File: src/rtl/wdsup_pkg.sv
package wdsup_pkg;

    typedef struct packed {
        logic mid;
        logic high;
    } cmp_t;

    typedef struct packed {
        logic rise;
        logic fall;
    } edge_t;

    function automatic int cyc_of(input longint hz, input longint us);
        return int'((hz * us) / 64'd1000000);
    endfunction

    function automatic int width_of(input int n);
        return (n < 2) ? 1 : $clog2(n + 1);
    endfunction

endpackage

File: src/rtl/wdsup_sync.sv
module wdsup_sync
    import wdsup_pkg::*;
(
    input  logic clk,
    input  logic rst,
    input  cmp_t raw_i,
    output cmp_t sync_o
);
    localparam int NB = $bits(cmp_t);

    logic [NB-1:0] stage1;
    logic [NB-1:0] stage2;

    for (genvar b = 0; b < NB; b++) begin : g_bit
        always_ff @(posedge clk) begin
            if (rst) begin
                stage1[b] <= 1'b0;
                stage2[b] <= 1'b0;
            end else begin
                stage1[b] <= raw_i[b];
                stage2[b] <= stage1[b];
            end
        end
    end

    assign sync_o = cmp_t'(stage2);
endmodule

File: src/rtl/wdsup_edge.sv
module wdsup_edge
    import wdsup_pkg::*;
(
    input  logic  clk,
    input  logic  rst,
    input  logic  lvl_i,
    output edge_t edge_o
);
    logic prev;

    always_ff @(posedge clk) begin
        if (rst) prev <= 1'b0;
        else     prev <= lvl_i;
    end

    always_comb begin
        edge_o.rise = lvl_i & ~prev;
        edge_o.fall = ~lvl_i & prev;
    end


    fall_once_chk: assert property (@(posedge clk) disable iff (rst)
        edge_o.fall |=> !edge_o.fall);
endmodule

File: src/rtl/wdsup_timer.sv
module wdsup_timer #(
    parameter int TO_CYC   = 40,
    parameter int HOLD_CYC = 15,
    parameter int TW       = 6
) (
    input  logic          clk,
    input  logic          rst,
    input  logic          kick_i,
    input  logic          enable_i,
    output logic [TW-1:0] timer_o,
    output logic          timeout_o
);
    localparam int HW = wdsup_pkg::width_of(HOLD_CYC);
    localparam logic [TW-1:0] TMAX  = TW'(TO_CYC);
    localparam logic [HW-1:0] HLOAD = HW'(HOLD_CYC);

    logic [TW-1:0] timer_q;
    logic [HW-1:0] hold_q;
    logic          clear;

    always_comb begin
        timeout_o = enable_i && !kick_i && (hold_q == '0) && (timer_q == TMAX);
        clear     = kick_i || timeout_o;
    end

    always_ff @(posedge clk) begin
        if (rst) begin
            timer_q <= '0;
            hold_q  <= '0;
        end else if (clear) begin
            timer_q <= '0;
            hold_q  <= HLOAD;
        end else if (hold_q != '0) begin
            hold_q  <= hold_q - HW'(1);
        end else if (timer_q != TMAX) begin
            timer_q <= timer_q + TW'(1);
        end
    end

    assign timer_o = timer_q;


    timer_sat_chk: assert property (@(posedge clk) disable iff (rst)
        (timer_q == TMAX && !clear) |=> timer_q == TMAX);


    kick_zero_chk: assert property (@(posedge clk) disable iff (rst)
        kick_i |=> timer_q == '0);


    hold_zero_chk: assert property (@(posedge clk) disable iff (rst)
        (hold_q != '0) |-> timer_q == '0);
endmodule

File: src/rtl/wdsup_pulse.sv
module wdsup_pulse #(
    parameter int PULSE_CYC = 10
) (
    input  logic clk,
    input  logic rst,
    input  logic fire_i,
    output logic rst_n_o
);
    localparam int PW = wdsup_pkg::width_of(PULSE_CYC);
    localparam logic [PW-1:0] PLOAD = PW'(PULSE_CYC);

    logic [PW-1:0] left_q;

    always_ff @(posedge clk) begin
        if (rst)                left_q <= '0;
        else if (fire_i)        left_q <= PLOAD;
        else if (left_q != '0)  left_q <= left_q - PW'(1);
    end

    assign rst_n_o = (left_q == '0);


    fire_low_chk: assert property (@(posedge clk) disable iff (rst)
        fire_i |=> !rst_n_o);
endmodule

File: src/rtl/wdog_supervisor.sv
module wdog_supervisor
    import wdsup_pkg::*;
#(
    parameter longint CLK_HZ     = 100000000,
    parameter longint TIMEOUT_US = 1600,
    parameter longint HOLD_US    = 1500,
    parameter longint PULSE_US   = 1000,
    localparam int TO_CYC    = cyc_of(CLK_HZ, TIMEOUT_US),
    localparam int HOLD_CYC  = cyc_of(CLK_HZ, HOLD_US),
    localparam int PULSE_CYC = cyc_of(CLK_HZ, PULSE_US),
    localparam int TW        = width_of(TO_CYC)
) (
    input  logic          clk,
    input  logic          rst,
    input  logic          cmp_mid_i,
    input  logic          cmp_high_i,
    output logic          rst_n_o,
    output logic [TW-1:0] timer_o
);
    cmp_t  raw;
    cmp_t  synced;
    edge_t mid_edge;
    logic  kick;
    logic  timeout;

    assign raw.mid  = cmp_mid_i;
    assign raw.high = cmp_high_i;

    wdsup_sync u_sync (
        .clk    (clk),
        .rst    (rst),
        .raw_i  (raw),
        .sync_o (synced)
    );

    wdsup_edge u_edge (
        .clk    (clk),
        .rst    (rst),
        .lvl_i  (synced.mid),
        .edge_o (mid_edge)
    );

    assign kick = mid_edge.rise | mid_edge.fall;

    wdsup_timer #(
        .TO_CYC   (TO_CYC),
        .HOLD_CYC (HOLD_CYC),
        .TW       (TW)
    ) u_timer (
        .clk       (clk),
        .rst       (rst),
        .kick_i    (kick),
        .enable_i  (!synced.high),
        .timer_o   (timer_o),
        .timeout_o (timeout)
    );

    wdsup_pulse #(
        .PULSE_CYC (PULSE_CYC)
    ) u_pulse (
        .clk     (clk),
        .rst     (rst),
        .fire_i  (timeout),
        .rst_n_o (rst_n_o)
    );


    disabled_no_pulse_chk: assert property (@(posedge clk) disable iff (rst)
        $fell(rst_n_o) |-> !$past(synced.high));


    edge_beats_timeout_chk: assert property (@(posedge clk) disable iff (rst)
        kick |=> rst_n_o || !$past(rst_n_o) || $past(timeout));


    reset_state_chk: assert property (@(posedge clk)
        rst |=> (rst_n_o && timer_o == '0));
endmodule

File: config.mk
export PLATFORM = sky130hd
export DESIGN_NAME = wdog_supervisor
export DESIGN_NICKNAME = d
export VERILOG_FILES = /design/src/rtl/wdsup_pkg.sv /design/src/rtl/wdsup_sync.sv /design/src/rtl/wdsup_edge.sv /design/src/rtl/wdsup_timer.sv /design/src/rtl/wdsup_pulse.sv /design/src/rtl/wdog_supervisor.sv
export SDC_FILE = /design/constraint.sdc
export NUM_CORES = 1
export LEC_CHECK = 0
export ABC_CLOCK_PERIOD_IN_PS = 2600
export BUFFER_PORTS_ARGS = -buffer_cell sky130_fd_sc_hd__buf_2
export CORE_ASPECT_RATIO = 1.2
export CORE_MARGIN = 3
export CORE_UTILIZATION = 62
export CTS_BUF_LIST = sky130_fd_sc_hd__clkbuf_2
export DETAILED_ROUTE_END_ITERATION = 8
export PLACE_DENSITY = 0.82
export SETUP_SLACK_MARGIN = 0.02
export SYNTH_ARGS = -nofsm -noshare
export SYNTH_HDL_FRONTEND = slang
export SYNTH_SLANG_ARGS = --single-unit
File: constraint.sdc
create_clock -name clk -period 2.6 [get_ports clk]
set_input_delay 0.13 -clock clk [delete_from_list [all_inputs] [get_ports clk]]
set_output_delay 0.13 -clock clk [all_outputs]
set_load 0.05 [all_outputs]
=== Yosys cells after proc, flatten, opt, wreduce, memory -nomap -nowiden ===
Cells that the tools add are included.

* Muxes and demuxes: 4
* Eq/ne operators: 2
* Bitwise operators: 6
* Reductions and logical operators: 15
* Add/sub/neg operators: 3

{| class="wikitable"
|+ Operator list
! cell !! count
|-
| $mux 18 || 2
|-
| $mux 17 || 2
|-
| $add 18x1->18 const B || 1
|-
| $eq 18x18->1 const B || 1
|-
| $logic_not 18->1 || 1
|-
| $ne 18x18->1 const B || 1
|-
| $reduce_bool 18->1 || 1
|-
| $sub 18x1->18 const B || 1
|-
| $logic_not 17->1 || 1
|-
| $reduce_bool 17->1 || 1
|-
| $sub 17x1->17 const B || 1
|-
| $reduce_bool 2->1 || 2
|-
| $reduce_or 2->1 || 2
|-
| $logic_and 1x1->1 || 3
|-
| $not 1->1 || 3
|-
| $and 1x1->1 || 2
|-
| $logic_not 1->1 || 2
|-
| $reduce_and 2->1 || 1
|-
| $logic_or 1x1->1 || 1
|-
| $or 1x1->1 || 1
|}

* Register bits: 58
* Logic and storage cells: 40
* Output and inout bits: 19

=== Logic depth before layout (Yosys ltp) ===
* Word-level depth: 9
* Mapped depth: 9
* Mapped depth without buffers: 7

=== By module ===
A second synthesis with hierarchy kept.

* Cell total of the unflattened synthesis: 332
* Area, all modules: 3,000.4 um^2

{| class="wikitable"
|+ Modules (own cells, without submodules)
! module !! area an instance (um^2) !! cells an instance !! sequential area each (um^2) !! times used
|-
| wdsup_timer || 1,963.1 || 218 || 720.7 || 1
|-
| wdsup_pulse || 883.3 || 100 || 340.3 || 1
|-
| wdsup_sync || 105.1 || 8 || 80.1 || 1
|-
| wdsup_edge || 38.8 || 4 || 20.0 || 1
|-
| wdog_supervisor || 10.0 || 2 || 0.0 || 1
|}

=== Worst setup path before layout ===
Ideal clock, no wire load.

* Path kind: register to register
* Start: register u_timer.hold_q[0]
* End: register u_pulse.left_q[3]
* Path buffers: 1
* Data required time: 2.478 ns
* Path slack: 0.559 ns
* Stages on the path, launching flop included: 9
* Data arrival time: 1.918 ns
* Setup time: 0.122 ns
* Cells stage by stage: dfxtp_1 > inv_1 > ha_1 > nor4b_4 > and3_2 > nand2_2 > o41ai_2 > buf_4 > a21oi_1

* Cells in the longest elaborated chain, start to end: 4

{| class="wikitable"
|+ RTL lines
! item !! line !! source
|-
| start: declaration || wdsup_timer.sv:18 || <nowiki>logic [HW-1:0] hold_q;</nowiki>
|-
| start signal: assignment || wdsup_timer.sv:34 || <nowiki>hold_q <= hold_q - HW'(1);</nowiki>
|-
| $logic_not 18->1 || wdsup_timer.sv:22 || <nowiki>timeout_o = enable_i && !kick_i && (hold_q == '0) && (timer_q == TMAX);</nowiki>
|-
| $logic_and 1x1->1 (2 in series) || wdsup_timer.sv:22 ||
|-
| $reduce_or 2->1 (no source line) || - ||
|-
| end signal: assignment || wdsup_pulse.sv:17 || <nowiki>else if (left_q != '0) left_q <= left_q - PW'(1);</nowiki>
|-
| end: declaration || wdsup_pulse.sv:12 || <nowiki>logic [PW-1:0] left_q;</nowiki>
|}

Every way passes these cells.
A chain may end at the register's enable or synchronous reset.

=== Final worst setup path ===
* Start: register u_timer.hold_q[0]
* End: register u_timer.timer_q[14] (netlist: u_timer.timer_o[14])

* Cells in the longest elaborated chain, start to end: 5

{| class="wikitable"
|+ RTL lines
! item !! line !! source
|-
| $logic_not 18->1 || wdsup_timer.sv:22 ||
|-
| $logic_and 1x1->1 (2 in series) || wdsup_timer.sv:22 ||
|-
| $logic_or 1x1->1 || wdsup_timer.sv:23 || <nowiki>clear = kick_i || timeout_o;</nowiki>
|-
| $reduce_or 2->1 (no source line) || - ||
|-
| end signal: assignment || wdsup_timer.sv:36 || <nowiki>timer_q <= timer_q + TW'(1);</nowiki>
|-
| end: declaration || wdsup_timer.sv:17 || <nowiki>logic [TW-1:0] timer_q;</nowiki>
|}

Several ways; a longest one is shown, not always the timed one.

==> results.json <==
{
  "grt_max_degree": 21,
  "p_per_area_nw_per_um2": 1160,
  "hold_class": "primary input to flop",
  "synth_edf_count": 0,
  "clock_path_buffers": 2,
  "path_buf_inv": 1,
  "cpPeakStageDelay_ps": 500,
  "tightest_slew_ps": 679,
  "syn_avg_cell_area_sq_um": 8.75,
  "seq_area_frac_synth_pct": 41.2,
  "n_antenna_cell": 0,
  "total_power_mw": 3.60,
  "wl_per_cell_um": 14.1,
  "fin_crit_ps": 2200,
  "ant_nets": 0,
  "core_sq_um": 4330,
  "fin_nets": 364,
  "dp_slack_ps": 430,
  "critical_path_required_ps": 3030,
  "fmax_mhz": 454,
  "ys_ff_latch": 58,
  "grt_pass1_vias": 2405,
  "worstPathCellList": "inv_1 > ha_1 > nor4b_4 > and3_2 > o211ai_4 > or4_1 > a21oi_1",
  "first_pass_iters": 4,
  "crit_arrival_ps": 2630,
  "clkLatencyLatePin_ps": 490,
  "cts_buffers": 9,
  "final.setup.tns_ps": 0,
  "viasPerCell": 5.86,
  "cts_num_sinks": 58,
  "rsz0062_at_grt": "no",
  "drcViolationCount": 0,
  "start_util_pct": 65.2,
  "rows": 26,
  "via_count": 2439,
  "setup_ws_ps": 397,
  "cts_tree": "built",
  "overflow": 0,
  "die-area_sq_um": 5400,
  "post-cts-setup-buffers": 0,
  "syn-num-nets": 331,
  "multi_input_area_sq_um": 1560,
  "synth_cells": 322,
  "synth_flop_cell": "dfxtp_1",
  "fin_crit_sh_pct": 84.7,
  "setup_viol": 0,
  "routed_wl_um": 5860,
  "worstSetupPathType": "flop to flop",
  "io_pins": 23,
  "num-fill-cells": 335,
  "slew_violations": 0,
  "dpl.hpwl_um": 4160,
  "critPathMaxFanout": 16,
  "cpMaxStageDelayCell": "or4_1",
  "slew_headroom_pct": 54.3,
  "cp-end-kind": "flop",
  "clk_pin_slew_ps": 160,
  "synth_cell_types": 47,
  "drv_cap": 0,
  "die_h_um": 79.9,
  "clockRootBuffer": "clkbuf_2",
  "cts_max_level": 3,
  "post_cts_resized": 0,
  "synth_area_sq_um": 2820,
  "drt_iter0_drc": 202,
  "die_width_um": 67.6,
  "seqCellArea_sq_um": 1160,
  "grt_pass1_wl_um": 10600,
  "synthToLayoutAreaGrowth_pct": 10.6,
  "postCtsHoldBufs": 2,
  "yosys_warnings": 0,
  "drive_gt1_share_pct": 14.7,
  "p_leak_nw": 1.22,
  "path_delay_family": "simple AND/OR/NAND/NOR gates",
  "grtUsageTotal_pct": 25.6,
  "place_congestion": 0.846,
  "hold_violations": 0,
  "status": "completed",
  "port_buffers": 22,
  "cp-start-kind": "flop",
  "async_reset_ff_share_pct": 0,
  "grt_antenna_before_repair": 0,
  "ir_drop_uv": 736,
  "finClkSkew_ps": 31.2
}
[cells in the final DEF (no fill, tap or decap), drive strengths merged, types with 6 or more instances in the layout]
cell type / netlist / layout
dfxtp: 58 / 58
nand4: 8 / 8
nor4: 11 / 11
xor2: 19 / 19
o21ai: 10 / 10
nor3: 8 / 8
nand2: 23 / 23
a21oi: 19 / 19
clkbuf: 5 / 11
inv: 9 / 9
buf: 5 / 30
nand3: 19 / 19
xnor2: 15 / 15
nand3b: 6 / 6
nor2: 43 / 43
[cells in the mapped netlist, types with 5 or more instances]
master	number	area (sq um)
o21ai_0	10	50.1
nand3b_1	6	45.0
o31ai_1	5	37.5
nand3_1	18	90.1
xnor2_1	15	131
ha_1	5	62.6
nand4_1	8	50.1
or3_1	5	31.3
nor4_1	9	56.3
dfxtp_1	58	1160
nor3_1	6	30.0
nand2_1	22	82.6
xor2_1	19	166
nor2b_1	5	31.3
inv_1	9	33.8
nor2_1	43	161
a21oi_1	19	95.1
[layout make-up]
| class | count | share of cell area (%) |
|---|---|---|
| multi-input combinational | 245 | 50.1 |
| clock buffer | 11 | 1.77 |
| clock inverter | 5 | 1.45 |
| tap | 56 | 2.25 |
| timing repair buffer | 32 | 6.10 |
| inverter | 9 | 1.08 |
| sequential | 58 | 37.3 |
[stage by stage]
step	utilization, %	hold slack (ps)	instances	area [sq um]
final	72.0	25.3	416	3120
after global routing	72.0	21.1	416	3120
after CTS	72.0	1.88	416	3120
after detailed placement	69.3	353	398	3000
after global placement	69.3	340	398	3000
after floorplan	-	258	322	2820
[final timing paths]
path | startpoint | end | slack [ps] | depth (start not counted)
setup / recovery | u_timer.hold_q[0] | u_timer.timer_o[14] | 400 | 7
setup reg to reg | u_timer.hold_q[0] | u_timer.timer_o[14] | 400 | 7
hold / removal | rst | u_sync.sync_o[0] | 30 | 2
hold reg to reg | u_sync.stage1[0] | u_sync.sync_o[0] | 460 | 1
[power breakdown]
| part | leakage, nW | total [mW] | switching [mW] | internal [mW] |
|---|---|---|---|---|
| sequential | 0.474 | 1.35 | 0.250 | 1.10 |
| combinational | 0.676 | 1.71 | 0.989 | 0.723 |
| clock | 0.0661 | 0.536 | 0.318 | 0.219 |
| total | 1.22 | 3.60 | 1.56 | 2.05 |
[kinds of logic (layout without fill, tap and decap cells)]
family,after synthesis,in the layout,synth area share [%]
AO/OA/AOI/OAI,47,47,10.7
flip-flops,58,58,41.2
XOR/XNOR,34,34,10.6
buffers and inverters,19,57,3.42
adder cells (fa/ha/maj),5,5,2.22
multiplexers,1,1,0.355
AND/OR/NAND/NOR,158,158,31.5
[metal layers]
metal	wire, um	track usage, %	vias up
met5	0	0	-
met4	119	13.0	0
met3	274	8.45	11
met2	2810	39.8	62
met1	2660	31.0	1151
li1	-	-	1215
[flip-flops by register name (all words and copies together) (netlist names)]
register         cells
u_sync.stage1        2
u_timer.timer_o     18
u_timer.hold_q      18
u_pulse.left_q      17
u_edge.prev          1
u_sync.sync_o        2
No activity file was read; power rests on OpenSTA's default activity.
